`config.mk`:
```
export PLATFORM = sky130hd
export DESIGN_NAME = l2fill_seq
export DESIGN_NICKNAME = d
export VERILOG_FILES = /design/src/rtl/l2fill_pkg.sv /design/src/rtl/l2fill_arb.sv /design/src/rtl/l2fill_issue.sv /design/src/rtl/l2fill_ret.sv /design/src/rtl/l2fill_seq.sv
export SDC_FILE = /design/constraint.sdc
export NUM_CORES = 1
export LEC_CHECK = 0
export BUFFER_PORTS_ARGS = -buffer_cell sky130_fd_sc_hd__buf_2
export CAP_MARGIN = 20
export CORE_MARGIN = 2
export CORE_UTILIZATION = 25
export DETAILED_ROUTE_END_ITERATION = 10
export SLEW_MARGIN = 25
export SYNTH_ARGS = -nofsm -noshare
export SYNTH_HDL_FRONTEND = slang
export SYNTH_HIERARCHICAL = 1
export SYNTH_SLANG_ARGS = --single-unit
```
`constraint.sdc`:
```
create_clock -name clk -period 2.1 [get_ports clk]
set_clock_uncertainty 0.15 [all_clocks]
set_input_delay 0.42 -clock clk [delete_from_list [all_inputs] [get_ports clk]]
set_output_delay 0.42 -clock clk [all_outputs]
set_load 0.01 [all_outputs]
```
`src/rtl/l2fill_pkg.sv`:
```
package l2fill_pkg;

    // fill source encoding carried on the return path
    typedef enum logic {
        SRC_DATA = 1'b0,
        SRC_INST = 1'b1
    } fill_src_e;

    // even parity bit for one byte
    function automatic logic even_bit(input logic [7:0] b);
        return ^b;
    endfunction

endpackage

```
`src/rtl/l2fill_arb.sv`:
```
module l2fill_arb #(
    parameter int N = 3
) (
    input  logic         clk,
    input  logic         rst_n,
    input  logic         open_i,
    input  logic [N-1:0] req_i,
    output logic [N-1:0] gnt_o
);

    // index 0 carries the highest priority
    always_comb begin
        logic taken;
        taken = !open_i;
        gnt_o = '0;
        for (int i = 0; i < N; i++) begin
            if (req_i[i] && !taken) begin
                gnt_o[i] = 1'b1;
                taken    = 1'b1;
            end
        end
    end

    AST_ARB_ONEHOT: assert property (@(posedge clk) disable iff (!rst_n)
        $onehot0(gnt_o));

    AST_ARB_GRANTS_PENDING: assert property (@(posedge clk) disable iff (!rst_n)
        (open_i && (req_i != '0)) |-> (gnt_o != '0));

    for (genvar i = 1; i < N; i++) begin : g_prio
        AST_ARB_PRIO: assert property (@(posedge clk) disable iff (!rst_n)
            gnt_o[i] |-> (req_i[i-1:0] == '0));
    end

endmodule

```
`src/rtl/l2fill_issue.sv`:
```
module l2fill_issue #(
    parameter int ADDR_W  = 32,
    parameter int DATA_W  = 64,
    parameter int D_BEATS = 2,
    parameter int I_BEATS = 4
) (
    input  logic                clk,
    input  logic                rst_n,
    input  logic                d_req,
    input  logic [ADDR_W-1:0]   d_addr,
    input  logic                i_req,
    input  logic [ADDR_W-1:0]   i_addr,
    input  logic                s_req,
    input  logic [ADDR_W-1:0]   s_addr,
    input  logic [DATA_W-1:0]   s_data,
    output logic                d_gnt,
    output logic                i_gnt,
    output logic                s_gnt,
    output logic                ext_en,
    output logic                ext_we,
    output logic [ADDR_W-1:0]   ext_addr,
    output logic [DATA_W-1:0]   ext_wdata,
    output logic [DATA_W/8-1:0] ext_wpar,
    output logic                tag_vld,
    output logic                tag_src,
    output logic [$clog2(I_BEATS)-1:0] tag_idx,
    output logic                tag_last
);

    localparam int BYTES   = DATA_W / 8;
    localparam int OFF_W   = $clog2(BYTES);
    localparam int IDX_W   = $clog2(I_BEATS);
    localparam int D_BLK   = D_BEATS * BYTES;
    localparam int I_BLK   = I_BEATS * BYTES;
    localparam logic [ADDR_W-1:0] D_MASK = ~ADDR_W'(D_BLK - 1);
    localparam logic [ADDR_W-1:0] I_MASK = ~ADDR_W'(I_BLK - 1);
    localparam logic [ADDR_W-1:0] S_MASK = ~ADDR_W'(BYTES - 1);
    localparam logic [IDX_W-1:0]  D_LAST = IDX_W'(D_BEATS - 1);
    localparam logic [IDX_W-1:0]  I_LAST = IDX_W'(I_BEATS - 1);

    typedef struct packed {
        logic               busy;
        logic               src;
        logic [IDX_W-1:0]   beat;
        logic [IDX_W-1:0]   last_idx;
        logic [ADDR_W-1:0]  base;
        logic               gap;
        logic               ext_en;
        logic               ext_we;
        logic [ADDR_W-1:0]  ext_addr;
        logic [DATA_W-1:0]  ext_wdata;
        logic [BYTES-1:0]   ext_wpar;
        logic               tag_src;
        logic [IDX_W-1:0]   tag_idx;
        logic               tag_last;
    } iss_t;

    iss_t        s_q, s_d;
    logic        open_w;
    logic [2:0]  gnt_w;

    assign open_w = !s_q.busy && !s_q.gap;

    l2fill_arb #(.N(3)) arb_i (
        .clk    (clk),
        .rst_n  (rst_n),
        .open_i (open_w),
        .req_i  ({s_req, i_req, d_req}),
        .gnt_o  (gnt_w)
    );

    assign d_gnt = gnt_w[0];
    assign i_gnt = gnt_w[1];
    assign s_gnt = gnt_w[2];

    always_comb begin
        s_d        = s_q;
        s_d.ext_en = 1'b0;
        s_d.ext_we = 1'b0;
        s_d.gap    = 1'b0;

        if (s_q.busy && !s_q.gap) begin
            // next beat of a running fill
            s_d.ext_en   = 1'b1;
            s_d.ext_addr = s_q.base + (ADDR_W'(s_q.beat) << OFF_W);
            s_d.tag_src  = s_q.src;
            s_d.tag_idx  = s_q.beat;
            s_d.tag_last = (s_q.beat == s_q.last_idx);
            s_d.gap      = 1'b1;
            if (s_q.beat == s_q.last_idx) begin
                s_d.busy = 1'b0;
            end else begin
                s_d.beat = s_q.beat + IDX_W'(1);
            end
        end else if (gnt_w[0] || gnt_w[1]) begin
            // new fill: first beat goes out at once
            s_d.src      = gnt_w[0] ? l2fill_pkg::SRC_DATA : l2fill_pkg::SRC_INST;
            s_d.base     = gnt_w[0] ? (d_addr & D_MASK) : (i_addr & I_MASK);
            s_d.last_idx = gnt_w[0] ? D_LAST : I_LAST;
            s_d.busy     = (s_d.last_idx != '0);
            s_d.beat     = IDX_W'(1);
            s_d.ext_en   = 1'b1;
            s_d.ext_addr = s_d.base;
            s_d.tag_src  = s_d.src;
            s_d.tag_idx  = '0;
            s_d.tag_last = (s_d.last_idx == '0);
            s_d.gap      = 1'b1;
        end else if (gnt_w[2]) begin
            // write-through store: a single beat, no wait for completion
            s_d.ext_en    = 1'b1;
            s_d.ext_we    = 1'b1;
            s_d.ext_addr  = s_addr & S_MASK;
            s_d.ext_wdata = s_data;
            s_d.gap       = 1'b1;
        end

        for (int b = 0; b < BYTES; b++) begin
            s_d.ext_wpar[b] = l2fill_pkg::even_bit(s_d.ext_wdata[8*b +: 8]);
        end
    end

    always_ff @(posedge clk) begin
        if (!rst_n) begin
            s_q <= '0;
        end else begin
            s_q <= s_d;
        end
    end

    assign ext_en    = s_q.ext_en;
    assign ext_we    = s_q.ext_we;
    assign ext_addr  = s_q.ext_addr;
    assign ext_wdata = s_q.ext_wdata;
    assign ext_wpar  = s_q.ext_wpar;
    assign tag_vld   = s_q.ext_en && !s_q.ext_we;
    assign tag_src   = s_q.tag_src;
    assign tag_idx   = s_q.tag_idx;
    assign tag_last  = s_q.tag_last;

    AST_ISSUE_GAP: assert property (@(posedge clk) disable iff (!rst_n)
        s_q.ext_en |=> !s_q.ext_en);

    AST_NO_GNT_BUSY: assert property (@(posedge clk) disable iff (!rst_n)
        (s_q.busy || s_q.gap) |-> (gnt_w == '0));

    AST_BEAT_STEP: assert property (@(posedge clk) disable iff (!rst_n)
        (s_q.ext_en && !s_q.ext_we && s_q.tag_idx != '0) |->
        ($past(s_q.ext_en, 2) && s_q.ext_addr == $past(s_q.ext_addr, 2) + ADDR_W'(BYTES)));

    AST_ADDR_ALIGN: assert property (@(posedge clk) disable iff (!rst_n)
        s_q.ext_en |-> (s_q.ext_addr[OFF_W-1:0] == '0));

endmodule

```
`src/rtl/l2fill_ret.sv`:
```
module l2fill_ret #(
    parameter int DATA_W  = 64,
    parameter int D_BEATS = 2,
    parameter int I_BEATS = 4,
    parameter int RD_LAT  = 2
) (
    input  logic                       clk,
    input  logic                       rst_n,
    input  logic                       tag_vld,
    input  logic                       tag_src,
    input  logic [$clog2(I_BEATS)-1:0] tag_idx,
    input  logic                       tag_last,
    input  logic [DATA_W-1:0]          ext_rdata,
    input  logic [DATA_W/8-1:0]        ext_rpar,
    output logic                       fill_valid,
    output logic                       fill_src,
    output logic [$clog2(I_BEATS)-1:0] fill_idx,
    output logic                       fill_last,
    output logic [DATA_W-1:0]          fill_data,
    output logic                       fill_perr
);

    localparam int BYTES = DATA_W / 8;
    localparam int IDX_W = $clog2(I_BEATS);

    typedef struct packed {
        logic             vld;
        logic             src;
        logic [IDX_W-1:0] idx;
        logic             last;
    } tag_t;

    typedef struct packed {
        tag_t [RD_LAT-1:0] pipe;
        logic              vld;
        logic              src;
        logic [IDX_W-1:0]  idx;
        logic              last;
        logic [DATA_W-1:0] data;
        logic              perr;
    } ret_t;

    ret_t             r_q, r_d;
    tag_t             tail;
    logic [BYTES-1:0] byte_err;

    for (genvar b = 0; b < BYTES; b++) begin : g_par
        assign byte_err[b] = l2fill_pkg::even_bit(ext_rdata[8*b +: 8]) ^ ext_rpar[b];
    end

    assign tail = r_q.pipe[RD_LAT-1];

    always_comb begin
        r_d = r_q;
        r_d.pipe[0].vld  = tag_vld;
        r_d.pipe[0].src  = tag_src;
        r_d.pipe[0].idx  = tag_idx;
        r_d.pipe[0].last = tag_last;
        for (int k = 1; k < RD_LAT; k++) begin
            r_d.pipe[k] = r_q.pipe[k-1];
        end
        r_d.vld  = tail.vld;
        r_d.src  = tail.src;
        r_d.idx  = tail.idx;
        r_d.last = tail.last;
        r_d.data = ext_rdata;
        r_d.perr = tail.vld && (byte_err != '0);
    end

    always_ff @(posedge clk) begin
        if (!rst_n) begin
            r_q <= '0;
        end else begin
            r_q <= r_d;
        end
    end

    assign fill_valid = r_q.vld;
    assign fill_src   = r_q.src;
    assign fill_idx   = r_q.idx;
    assign fill_last  = r_q.last;
    assign fill_data  = r_q.data;
    assign fill_perr  = r_q.perr;

    AST_FILL_LAST: assert property (@(posedge clk) disable iff (!rst_n)
        (r_q.vld && r_q.last) |->
        (r_q.idx == (r_q.src ? IDX_W'(I_BEATS - 1) : IDX_W'(D_BEATS - 1))));

    AST_FILL_SEQ: assert property (@(posedge clk) disable iff (!rst_n)
        (r_q.vld && r_q.idx != '0) |->
        ($past(r_q.vld, 2) && $past(r_q.idx, 2) == r_q.idx - IDX_W'(1)));

    AST_PERR_QUIET: assert property (@(posedge clk) disable iff (!rst_n)
        !r_q.vld |-> !r_q.perr);

endmodule

```
`src/rtl/l2fill_seq.sv`:
```
module l2fill_seq #(
    parameter int ADDR_W  = 32,
    parameter int DATA_W  = 64,
    parameter int D_BEATS = 2,
    parameter int I_BEATS = 4,
    parameter int RD_LAT  = 2
) (
    input  logic                       clk,
    input  logic                       rst_n,
    input  logic                       dmiss_req,
    input  logic [ADDR_W-1:0]          dmiss_addr,
    output logic                       dmiss_gnt,
    input  logic                       imiss_req,
    input  logic [ADDR_W-1:0]          imiss_addr,
    output logic                       imiss_gnt,
    input  logic                       st_req,
    input  logic [ADDR_W-1:0]          st_addr,
    input  logic [DATA_W-1:0]          st_data,
    output logic                       st_gnt,
    output logic                       ext_en,
    output logic                       ext_we,
    output logic [ADDR_W-1:0]          ext_addr,
    output logic [DATA_W-1:0]          ext_wdata,
    output logic [DATA_W/8-1:0]        ext_wpar,
    input  logic [DATA_W-1:0]          ext_rdata,
    input  logic [DATA_W/8-1:0]        ext_rpar,
    output logic                       fill_valid,
    output logic                       fill_src,
    output logic [$clog2(I_BEATS)-1:0] fill_idx,
    output logic                       fill_last,
    output logic [DATA_W-1:0]          fill_data,
    output logic                       fill_perr
);

    localparam int IDX_W = $clog2(I_BEATS);

    logic             tag_vld_w;
    logic             tag_src_w;
    logic [IDX_W-1:0] tag_idx_w;
    logic             tag_last_w;

    l2fill_issue #(
        .ADDR_W  (ADDR_W),
        .DATA_W  (DATA_W),
        .D_BEATS (D_BEATS),
        .I_BEATS (I_BEATS)
    ) issue_i (
        .clk       (clk),
        .rst_n     (rst_n),
        .d_req     (dmiss_req),
        .d_addr    (dmiss_addr),
        .i_req     (imiss_req),
        .i_addr    (imiss_addr),
        .s_req     (st_req),
        .s_addr    (st_addr),
        .s_data    (st_data),
        .d_gnt     (dmiss_gnt),
        .i_gnt     (imiss_gnt),
        .s_gnt     (st_gnt),
        .ext_en    (ext_en),
        .ext_we    (ext_we),
        .ext_addr  (ext_addr),
        .ext_wdata (ext_wdata),
        .ext_wpar  (ext_wpar),
        .tag_vld   (tag_vld_w),
        .tag_src   (tag_src_w),
        .tag_idx   (tag_idx_w),
        .tag_last  (tag_last_w)
    );

    l2fill_ret #(
        .DATA_W  (DATA_W),
        .D_BEATS (D_BEATS),
        .I_BEATS (I_BEATS),
        .RD_LAT  (RD_LAT)
    ) ret_i (
        .clk        (clk),
        .rst_n      (rst_n),
        .tag_vld    (tag_vld_w),
        .tag_src    (tag_src_w),
        .tag_idx    (tag_idx_w),
        .tag_last   (tag_last_w),
        .ext_rdata  (ext_rdata),
        .ext_rpar   (ext_rpar),
        .fill_valid (fill_valid),
        .fill_src   (fill_src),
        .fill_idx   (fill_idx),
        .fill_last  (fill_last),
        .fill_data  (fill_data),
        .fill_perr  (fill_perr)
    );

    AST_RESET_QUIET: assert property (@(posedge clk)
        !rst_n |=> (!ext_en && !fill_valid));

endmodule

```
==> summary.md, run 1 <==
| Metric | Value |
|---|---|
| Avg Inst Size Synth | `9.03 um^2` |
| Initial Utilization | `25.2%` |
| Global-route wire length before repair | `54.1 mm` |
| Reg clk slew, reported paths | `0.06 ns` |
| Ys async rst share | `0%` |
| H-tree Lvls | `1` |
| Root Buffer | `clkbuf_16` |
| Max rail drop VDD | `543 uV` |
| Drt pass-1 iters | `5` |
| Pwr Density | `939 nW/um^2` |
| Initial antenna violation count | `5` |
| Worst path required time | `2.37 ns` |
| Slowest cell on crit path | `dlygate4sd3_1` |
| Synth Area in XOR/XNOR | `16.9%` |
| Synth Warn # | `6` |
| Crit path top cell by count | `xnor2_1` |
| Final WS setup | `-0.00942 ns` |
| Simple-Gate Fraction of Synth Area | `15.4%` |
| Via Count | `9952` |
| Fraction of layout cells with a size suffix above 1 | `33.4%` |
| Global placer's final weighted congestion | `0.799` |
| Unrepaired setup endpoints after global routing | `yes` |
| Residual DRC count | `0` |
| Clock Path Buffers | `3` |
| Reg-to-Reg Start | `issue_i/s_q[110]$_SDFF_PN0_` |
| Startpoint types | `input pin` |
| Largest net degree at the start of global routing | `54` |
| Max Cap Viol | `0` |
| Pwr Total | `0.0149 W` |
| I/O pin count | `416` |
| Die Y | `212 um` |
| Failing checks | `negative setup slack` |
| Skew-Pair Late Insertion Delay | `0.56 ns` |
| Mapped Area | `10800 um^2` |
| Status | `finished with violations` |
| Layout Cells excl Fill | `2274` |
| Critical path class | `input pin to register` |
| Leak | `7.05 nW` |
| Row cnt | `76` |
| Synth Flop Type | `dfxtp_1` |
| Crit path from | `ext_rdata[7]` |
| Port buffer count | `400` |
| Synth Area in Compound Gates | `15.1%` |
| Gr usage total | `15.2%` |
| Arrival time worst endpoint | `2.38 ns` |
| Worst hold path type | `input pin to register` |
| Yosys reg bits | `220` |
| R2r setup slk | `0.02 ns` |
| Area Overhead vs Synth | `46.4%` |
| Cell Chain, Critical Path | `dlygate4sd3_1, buf_2, xnor2_1, xnor3_1, xnor2_1, nor4_2, buf_4, a41oi_1` |
| TritonCTS clock tree | `built` |
| Mux cell area share after synthesis | `1.78%` |
| Die ar. | `45100 um^2` |
| Max-slew violations | `0` |
| Highest clock rate | `474 MHz` |
| Cells after DPL | `2070` |
| CTS Sinks | `220` |
| Core area | `43000 um^2` |
| Period utilization | `100%` |
| Number of global-route vias before repair | `9862` |
| Post-synth EDFFs | `0` |
| Final Hold Fails | `0` |
| Final Setup Violations | `1` |
| Crit path to | `ret_i/fill_perr$_SDFF_PN0_` |
| Gate count of the mapped netlist | `1201` |
| Drt total wl | `37.4 mm` |
| CP max stage delay | `0.55 ns` |
| Detail Placement HPWL | `25.4 mm` |
| Reg-to-Reg End | `issue_i/ext_wdata[25]$_SDFF_PN0_` |
| Gr ovfl total | `0` |
| DR WL/cell | `16.4 um` |
| Via density | `4.38` |
| Fin nets | `1906` |
| Chip width | `212 um` |
| CP Max Fanout | `2` |
| Main combinational cell family by area after synthesis | `XOR/XNOR gates` |
| Synth unique cells | `53` |
| TritonCTS buffer count | `27` |
| Sequential share of the synthesized area | `40.6%` |
| Worst r2r path cells | `10` |
| Initial drt markers | `482` |
| Min cycle time layout | `2.11 ns` |
| CP Capture Type | `register` |
| Post-route ant nets | `0` |
| Post-Synth Adder-Cell Area | `0.231%` |
## layout make-up
class | count | area (um^2)
fillers | 4266 | 27100
flip-flops and latches | 220 | 4410
clock inverters | 14 | 238
clock buffers | 34 | 722
multi-input cells | 805 | 5550
diodes | 3 | 7.51
repair buffers | 606 | 4190
inverters | 7 | 30.0
well taps | 585 | 732
## how the worst min path moves through the flow
stage / slack [ns] / cells past startpoint / endpoint / startpoint
2_1_floorplan: 0.25 / 2 / ret_i/fill_valid$_SDFF_PN0_ / ret_i/r_d[69]$_SDFF_PN0_
3_5_place_dp: 0.27 / 1 / ret_i/r_d[66]$_SDFF_PN0_ / ret_i/r_d[76]$_SDFF_PN0_
6_report: 0.04 / 3 / issue_i/ext_addr[3]$_SDFFE_PN0P_ / st_addr[3]
3_3_place_gp: 0.27 / 1 / ret_i/r_d[66]$_SDFF_PN0_ / ret_i/r_d[76]$_SDFF_PN0_
5_1_grt: 0.04 / 3 / issue_i/ext_addr[3]$_SDFFE_PN0P_ / st_addr[3]
4_1_cts: 0.003 / 3 / issue_i/s_q[140]$_SDFFE_PN0P_ / dmiss_addr[29]
## flip-flops by register name (all words and copies together), names as in the netlist, 2 cells and up
| name | count |
|---|---|
| issue_i/ext_wpar | 8 |
| ret_i/fill_idx | 2 |
| ret_i/r_d | 10 |
| issue_i/tag_idx | 2 |
| issue_i/s_q | 34 |
| issue_i/ext_wdata | 64 |
| ret_i/fill_data | 64 |
| issue_i/ext_addr | 29 |
## layout by cell type (no fill, tap or decap), drive strengths merged, types with 37 or more instances in the layout
master,netlist,layout
a21boi,68,68
a21oi,37,37
and2,80,80
buf,119,473
clkbuf,52,38
dfxtp,220,220
dlygate4sd3,0,128
nand2,186,186
o21ai,40,40
xnor2,172,172
## cell usage after synthesis (all sizes together), types with 2 or more instances
| cell type | number | area (um^2) |
|---|---|---|
| o21a | 2 | 15.0 |
| o221ai | 5 | 43.8 |
| a21boi | 68 | 510 |
| nand2b | 4 | 25.0 |
| nor4 | 2 | 18.8 |
| o22ai | 22 | 138 |
| nand3 | 22 | 110 |
| xnor2 | 172 | 1530 |
| o211a | 32 | 320 |
| nand2 | 186 | 698 |
| xor2 | 20 | 175 |
| nor2 | 22 | 85.1 |
| nor3 | 6 | 45.0 |
| ha | 2 | 25.0 |
| nor2b | 7 | 43.8 |
| and2 | 80 | 502 |
| mux2i | 17 | 170 |
| o32ai | 2 | 17.5 |
| and4 | 4 | 35.0 |
| a221oi | 2 | 17.5 |
| o21ai | 40 | 200 |
| a21oi | 37 | 185 |
| a211oi | 7 | 52.6 |
| clkbuf | 52 | 195 |
| dfxtp | 220 | 4400 |
| o211ai | 13 | 97.6 |
| xnor3 | 6 | 136 |
| inv | 7 | 26.3 |
| mux2 | 2 | 22.5 |
| buf | 119 | 851 |
| and3 | 6 | 37.5 |
| nand4 | 5 | 31.3 |
## per-stage QoR
| stage | setup WS, ns | setup TNS (ns) | hold slack (ns) | utilization (%) | instance area [um^2] |
|---|---|---|---|---|---|
| 6_report | -0.00942 | -0.00942 | 0.0374 | 36.9 | 15900 |
| 5_1_grt | -0.105 | -3.63 | 0.0375 | 36.9 | 15900 |
| 3_5_place_dp | -0.0539 | -0.142 | 0.268 | 30.5 | 13100 |
| 4_1_cts | 0.00917 | 0 | 0.00289 | 35.9 | 15400 |
| 3_3_place_gp | -0.0630 | -0.117 | 0.275 | 30.5 | 13100 |
| 2_1_floorplan | 0.0513 | 0 | 0.254 | - | 10900 |
## routing by layer
layer / GRT usage (%) / routed length [um] / vias to the layer above
li1: - / - / 4843
met1: 18.4 / 15600 / 4644
met3: 3.72 / 2810 / 88
met5: 0 / 18 / -
met4: 5.93 / 1310 / 4
met2: 25.8 / 17600 / 373
## report_power, final
group | switching (W) | internal, W
sequential | 0.000429 | 0.00478
combinational | 0.00234 | 0.00225
clock | 0.00193 | 0.00317
total | 0.00470 | 0.0102
## worst max-delay path, delay by kind of cell
kind	cells	cell delay (ns)
compound gates	1	0.10
xor+xnor	3	0.75
buf+inv	3	0.85
simple gates	1	0.26
## kinds of logic (layout without fill, tap and decap cells)
group | Yosys count | after routing
simple gates | 348 | 348
compound gates | 235 | 235
flops | 220 | 220
xor+xnor | 198 | 198
buf+inv | 178 | 661
mux | 19 | 19
fa+ha+maj | 2 | 2
other cells | 1 | 6
## what timing repair did
| item | CTS | global route |
|---|---|---|
| buffers inserted | 4 | 14 |
| endpoints found under the setup margin | 7 | 121 |
| hold buffers | 128 | 0 |
| gates resized for setup | 13 | 44 |
| hold endpoints to repair | 128 | 0 |
| pin swaps | 5 | 12 |
| cloned | 1 | 7 |
Power figures use the tool's default switching activity.
==> inputs of run 2 (changes only) <==
--- a/config.mk
+++ b/config.mk
@@ -10,6 +10,7 @@
 export CORE_MARGIN = 2
 export CORE_UTILIZATION = 25
 export DETAILED_ROUTE_END_ITERATION = 10
+export SETUP_SLACK_MARGIN = 0.2
 export SLEW_MARGIN = 25
 export SYNTH_ARGS = -nofsm -noshare
 export SYNTH_HDL_FRONTEND = slang
==> summary.md, run 2 (synthesized netlist as in run 1, its figures left out) <==
| Metric | Value |
|---|---|
| Fin nets | `1933 (+1.4%)` |
| Detail Placement HPWL | `24.9 mm (-1.9%)` |
| Via density | `4.48 (+2.4%)` |
| Reg clk slew, reported paths | `0.07 ns (about the same)` |
| Die Y | `212 um (unchanged)` |
| Max Cap Viol | `0 (unchanged)` |
| Initial drt markers | `458 (-5.0%)` |
| Cell Chain, Critical Path | `nor2_4, and3b_2, buf_6, buf_6` |
| Worst hold path type | `input pin to register` |
| Highest clock rate | `478 MHz (+0.78%)` |
| Fillers | `4122 (-3.4%)` |
| Post-route ant nets | `0 (unchanged)` |
| CP Max Fanout | `4 (+2)` |
| Leak | `7.64 nW (+8.3%)` |
| Combinational power share | `37.5% (+6.7 points)` |
| Psw | `0.00537 W (+14%)` |
| Final WS setup | `0.00689 ns (+0.0163 ns)` |
| Slowest cell on crit path | `dfxtp_2` |
| Crit path top cell by count | `buf_6` |
| Chip width | `212 um (unchanged)` |
| Period utilization | `99.7% (-0.78 points)` |
| Arrival time worst endpoint | `1.52 ns (-0.86 ns)` |
| Sw frac | `33.8% (+2.3 points)` |
| R2r setup slk | `0.03 ns (about the same)` |
| CP Buf/Inv Count | `2 (-1)` |
| Gr usage total | `16.2% (+1.1 points)` |
| Final Setup Violations | `0 (-1)` |
| Drt total wl | `41.1 mm (+9.9%)` |
| Via Count | `10300 (+3.6%)` |
| DP Worst Slack | `-0.0561 ns (-0.00215 ns)` |
| Area after DPL | `13200 um^2 (+0.53%)` |
| Status | `finished, final reports clean` |
| Fraction of layout cells with a size suffix above 1 | `42.0% (+8.6 points)` |
| Most common cell after layout, fill and taps aside | `buf_2` |
| Final Hold Fails | `0 (unchanged)` |
| CP max stage delay | `0.33 ns (-0.22 ns)` |
| Clock Path Buffers | `3 (unchanged)` |
| TritonCTS clock tree | `built` |
| Startpoint types | `register` |
| Hold WS | `0.0355 ns (-0.00196 ns)` |
| Max rail drop VDD | `497 uV (-8.5%)` |
| Initial Utilization | `25.2% (unchanged)` |
| Die ar. | `45100 um^2 (unchanged)` |
| Area Overhead vs Synth | `59.9%` |
| Min cycle time layout | `2.09 ns (-0.0163 ns)` |
| Initial antenna violation count | `5 (unchanged)` |
| Root Buffer | `clkbuf_16` |
| Critical path class | `register to primary output` |
| Pwr Density | `917 nW/um^2 (-2.3%)` |
| TritonCTS buffer count | `26 (-3.7%)` |
| Max-slew violations | `0 (unchanged)` |
| Design area | `17300 um^2 (+9.3%)` |
| Area occupied by multi-input gates | `6370 um^2 (+15%)` |
| Unrepaired setup endpoints after global routing | `yes` |
| H-tree Lvls | `1 (unchanged)` |
| Commonest non-fill, non-tap cells in the layout | `buf_2 (395), dfxtp_1 (216), xnor2_1 (166)` |
| I/O pin count | `416 (unchanged)` |
| Residual DRC count | `0 (unchanged)` |
| Number of global-route vias before repair | `10300 (+4.5%)` |
| DR WL/cell | `17.9 um (+8.7%)` |
| Drt pass-1 iters | `5 (unchanged)` |
| P_int | `0.0105 W (+3.2%)` |
| Skew-Pair Late Insertion Delay | `0.56 ns (about the same)` |
| CP Capture Type | `primary output` |
| Worst path required time | `1.53 ns (-0.84 ns)` |
| Largest net degree at the start of global routing | `49 (-9.3%)` |
| Port buffer count | `400 (unchanged)` |
| Power share of the clock group | `29.5% (-4.8 points)` |
| Sequential cell area | `4410 um^2 (about the same)` |
| Delay-heaviest family, CP | `simple AND/OR/NAND/NOR gates` |
| Global placer's final weighted congestion | `0.813 (+1.6%)` |
| Gr ovfl total | `0 (unchanged)` |
| Sequential share of power | `33.0% (-1.9 points)` |
| Core area | `43000 um^2 (unchanged)` |
| Row cnt | `76 (unchanged)` |
| CTS Sinks | `220 (unchanged)` |
| Global-route wire length before repair | `57.0 mm (+5.3%)` |
run 2: per-stage QoR:
step                      power, W  setup TNS, ns  std cells  utilization (%)
after floorplan            0.00794              0       1203                -
after global placement     0.00928        -0.0567       2069             30.6
after detailed placement   0.00930         -0.441       2069             30.6
after CTS                   0.0151         -0.156       2277             37.7
after global routing        0.0166          -1.15       2299             40.3
final                       0.0159              0       2300             40.3
run 2: worst paths after layout:
path         cells past startpoint                               end                   startpoint
min                              3  issue_i/ext_wdata[60]$_SDFF_PN0_                  st_data[60]
min reg2reg                      1         ret_i/fill_src$_SDFF_PN0_     ret_i/r_d[68]$_SDFF_PN0_
max                              4                         imiss_gnt  issue_i/s_q[110]$_SDFF_PN0_
max reg2reg                     11  issue_i/ext_wdata[60]$_SDFF_PN0_  issue_i/s_q[110]$_SDFF_PN0_
run 2: repair_timing:
| item | in CTS | in global routing |
|---|---|---|
| gates resized for setup | 75 | 218 |
| buffers inserted | 18 | 12 |
| gates cloned | 14 | 9 |
| pin swaps | 19 | 86 |
| endpoints found under the hold margin | 129 | 0 |
| hold buffers | 129 | 0 |
| setup endpoints to repair | 128 | 139 |
run 2: power by group through the flow:
stage	sequential, W	combinational (W)	clock, W
finish	0.00526	0.00596	0.00469
global route	0.00533	0.00634	0.00497
CTS	0.00520	0.00509	0.00482
detailed placement	0.00526	0.00404	0
global placement	0.00526	0.00402	0
floorplan	0.00523	0.00272	0
run 2: cell type report:
cell class | count | area share (%)
Multi-Input combinational cell | 806 | 36.7
Timing Repair Buffer | 633 | 28.3
Sequential cell | 220 | 25.5
Clock buffer | 38 | 4.48
Tap cell | 585 | 4.22
Clock inverter | 9 | 0.606
Inverter | 7 | 0.209
Antenna cell | 2 | 0.0289
run 2: per-layer routing:
metal	GRT usage (%)	part of all wire [%]
met1	19.6	41
met2	27.8	49
met3	3.41	6.7
met4	7.23	3.7
met5	0	0.10
run 2: worst register-to-register path: cells and delay by family, from the launching register on:
family	cells	cell delay [ns]
AO/OA/AOI/OAI	1	0.11
buffers and inverters	6	0.72
AND/OR/NAND/NOR	4	0.66
flip-flops	1	0.33
==> inputs of run 3 (changes only) <==
--- a/config.mk
+++ b/config.mk
@@ -7,9 +7,12 @@
 export LEC_CHECK = 0
 export BUFFER_PORTS_ARGS = -buffer_cell sky130_fd_sc_hd__buf_2
 export CAP_MARGIN = 20
+export CORE_ASPECT_RATIO = 0.75
 export CORE_MARGIN = 2
 export CORE_UTILIZATION = 25
 export DETAILED_ROUTE_END_ITERATION = 10
+export HOLD_SLACK_MARGIN = 0.03
+export RECOVER_POWER = 50
 export SETUP_SLACK_MARGIN = 0.2
 export SLEW_MARGIN = 25
 export SYNTH_ARGS = -nofsm -noshare
==> summary.md, run 3 (synthesized netlist as in run 1, its figures left out) <==
| Metric | Value |
|---|---|
| CP max stage delay | `0.36 ns (+0.03 ns)` |
| Cells after DPL | `2068 (-0.048%)` |
| Area Overhead vs Synth | `52.2%` |
| Actual slew at the worst max-slew pin | `0.842 ns` |
| Startpoint types | `register` |
| Leak | `6.82 nW (-11%)` |
| Hold path cells | `3 (unchanged)` |
| Global placer's final weighted congestion | `0.834 (+2.7%)` |
| Initial antenna violation count | `2 (-3)` |
| I/O pin count | `416 (unchanged)` |
| Initial drt markers | `445 (-2.8%)` |
| Hold WS | `0.0632 ns (+0.0277 ns)` |
| Fin nets | `1928 (-0.26%)` |
| Die ar. | `45100 um^2 (about the same)` |
| R2r setup slk | `0.009 ns (-0.02 ns)` |
| Via Count | `10100 (-2.4%)` |
| Arrival time worst endpoint | `1.52 ns (about the same)` |
| Root Buffer | `clkbuf_16` |
| WHS Endpoint | `issue_i/ext_addr[5]$_SDFFE_PN0P_` |
| DR WL/cell | `17.0 um (-4.6%)` |
| Global-route wire length before repair | `53.2 mm (-6.8%)` |
| Highest clock rate | `478 MHz (+0.12%)` |
| Chip width | `245 um (+15%)` |
| Reg-to-Reg Start | `issue_i/s_q[148]$_SDFFE_PN0P_` |
| TritonCTS clock tree | `built` |
| Pwr Density | `886 nW/um^2 (-3.3%)` |
| Crit path top cell by count | `buf_6` |
| Pwr Total | `0.0146 W (-8.0%)` |
| Clock Path Buffers | `3 (unchanged)` |
| Cell Chain, Critical Path | `nor2_4, and4bb_2, buf_6, buf_6` |
| Initial Utilization | `25.2% (-0.073 points)` |
| Hold Crit Start | `st_addr[5]` |
| Worst r2r path cells | `10 (-1)` |
| Via density | `4.41 (-1.6%)` |
| Period utilization | `99.6% (-0.12 points)` |
| Reg clk slew, reported paths | `0.06 ns (about the same)` |
| H-tree Lvls | `1 (unchanged)` |
| Detail Placement HPWL | `24.6 mm (-1.1%)` |
| Skew-Pair Late Insertion Delay | `0.53 ns (-0.03 ns)` |
| Row cnt | `66 (-13%)` |
| TritonCTS buffer count | `25 (-3.8%)` |
| Final Hold Fails | `0 (unchanged)` |
| Slowest cell on crit path | `dfxtp_4` |
| Fin Setup TNS | `0 ns (unchanged)` |
| CP Capture Type | `primary output` |
| Commonest non-fill, non-tap cells in the layout | `buf_2 (287), dfxtp_1 (216), xnor2_1 (168)` |
| Slew headroom | `43.9%` |
| Drt total wl | `38.9 mm (-5.3%)` |
| Residual DRC count | `0 (unchanged)` |
| Critical path class | `register to primary output` |
| Status | `finished, final reports clean` |
| Gr ovfl total | `0 (unchanged)` |
| Drt pass-1 iters | `5 (unchanged)` |
| Port buffer count | `400 (unchanged)` |
| Reg-to-Reg End | `issue_i/s_q[128]$_SDFFE_PN0P_` |
| Post-route ant nets | `0 (unchanged)` |
| Layout Cells excl Fill | `2283 (-0.74%)` |
| Max-slew violations | `0 (unchanged)` |
| CP Max Fanout | `3 (-1)` |
| Core area | `43100 um^2 (+0.29%)` |
| Max Cap Viol | `0 (unchanged)` |
| Gr usage total | `14.7% (-1.5 points)` |
| Final Setup Violations | `0 (unchanged)` |
| Fraction of layout cells with a size suffix above 1 | `33.7% (-8.3 points)` |
| CTS Sinks | `220 (unchanged)` |
| Worst hold path type | `input pin to register` |
| Largest net degree at the start of global routing | `56 (+14%)` |
| Min cycle time layout | `2.09 ns (-0.00252 ns)` |
| Unrepaired setup endpoints after global routing | `yes` |
| Most common cell after layout, fill and taps aside | `buf_2` |
| Fillers | `4254 (+3.2%)` |
| Max rail drop VDD | `519 uV (+4.4%)` |
| Worst path required time | `1.53 ns (about the same)` |
| Number of global-route vias before repair | `9839 (-4.5%)` |
| Die Y | `184 um (-13%)` |
[run 3: changes by cell type in the layout (fill, tap and decap cells not counted), sizes merged]
cell and change:
buf -128, bufinv -1, diode -1, dlymetal6s4s -4, clkbuf +117, inv +3, dlygate4sd3 +8, bufbuf -1
clkinvlp -1, nand2 +1, clkinv -3
[run 3: area by class of cell]
class / instances / area (um^2) / area share (%)
clock buffer: 35 / 743 / 4.50
timing repair buffer: 628 / 4390 / 26.6
sequential: 220 / 4410 / 26.7
antenna: 1 / 2.50 / 0.0152
tap: 578 / 723 / 4.38
inverter: 7 / 26.3 / 0.159
clock inverter: 7 / 76.3 / 0.462
multi-input combinational: 807 / 6130 / 37.1
[run 3: per-stage QoR]
stage | util, % | cell area (um^2) | worst slack (ns)
after floorplan | - | 10900 | 0.153
after global placement | 30.5 | 13100 | -0.271
after detailed placement | 30.5 | 13100 | -0.262
after CTS | 36.1 | 15500 | 0.0208
after global routing | 38.3 | 16500 | -0.0865
final | 38.3 | 16500 | 0.00941
[run 3: worst max-delay path: cells and delay by family, from the launching register on]
kind	cells	cell delay, ns
buffers and inverters	2	0.21
flip-flops	1	0.36
AND/OR/NAND/NOR	2	0.41
[run 3: how the worst max path moves through the flow]
stage,start,to,slack (ns),depth (start not counted)
2_1_floorplan,issue_i/s_q[146]$_SDFFE_PN0P_,issue_i/ext_addr[30]$_SDFFE_PN0P_,0.15,8
3_3_place_gp,ext_rdata[10],ret_i/fill_perr$_SDFF_PN0_,-0.27,7
3_5_place_dp,ext_rdata[10],ret_i/fill_perr$_SDFF_PN0_,-0.26,7
4_1_cts,issue_i/s_q[115]$_SDFFE_PN0P_,issue_i/ext_addr[25]$_SDFFE_PN0P_,0.02,8
5_1_grt,issue_i/s_q[146]$_SDFFE_PN0P_,issue_i/ext_addr[30]$_SDFFE_PN0P_,-0.09,8
6_report,issue_i/s_q[148]$_SDFFE_PN0P_,st_gnt,0.009,4
[run 3: power breakdown]
part	total (W)	internal, W	switching [W]
Sequential	0.00523	0.00478	0.000455
Combinational	0.00500	0.00244	0.00256
Clock	0.00440	0.00258	0.00182
[run 3: routing by layer]
layer,part of all wire [%],track usage (%),routed length [um],vias to the layer above
met5,0,0,0,-
met4,2.2,3.49,857,0
met3,6.1,3.42,2380,64
met2,49,25.7,19300,315
met1,42,18.4,16400,4808
li1,-,-,-,4880
[run 3: what timing repair did]
item	CTS	global route
setup buffers	10	11
hold buffers	133	0
pin swaps	16	127
endpoints found under the setup margin	134	135
gates resized for setup	29	191
hold endpoints to repair	132	0
cloned	2	16
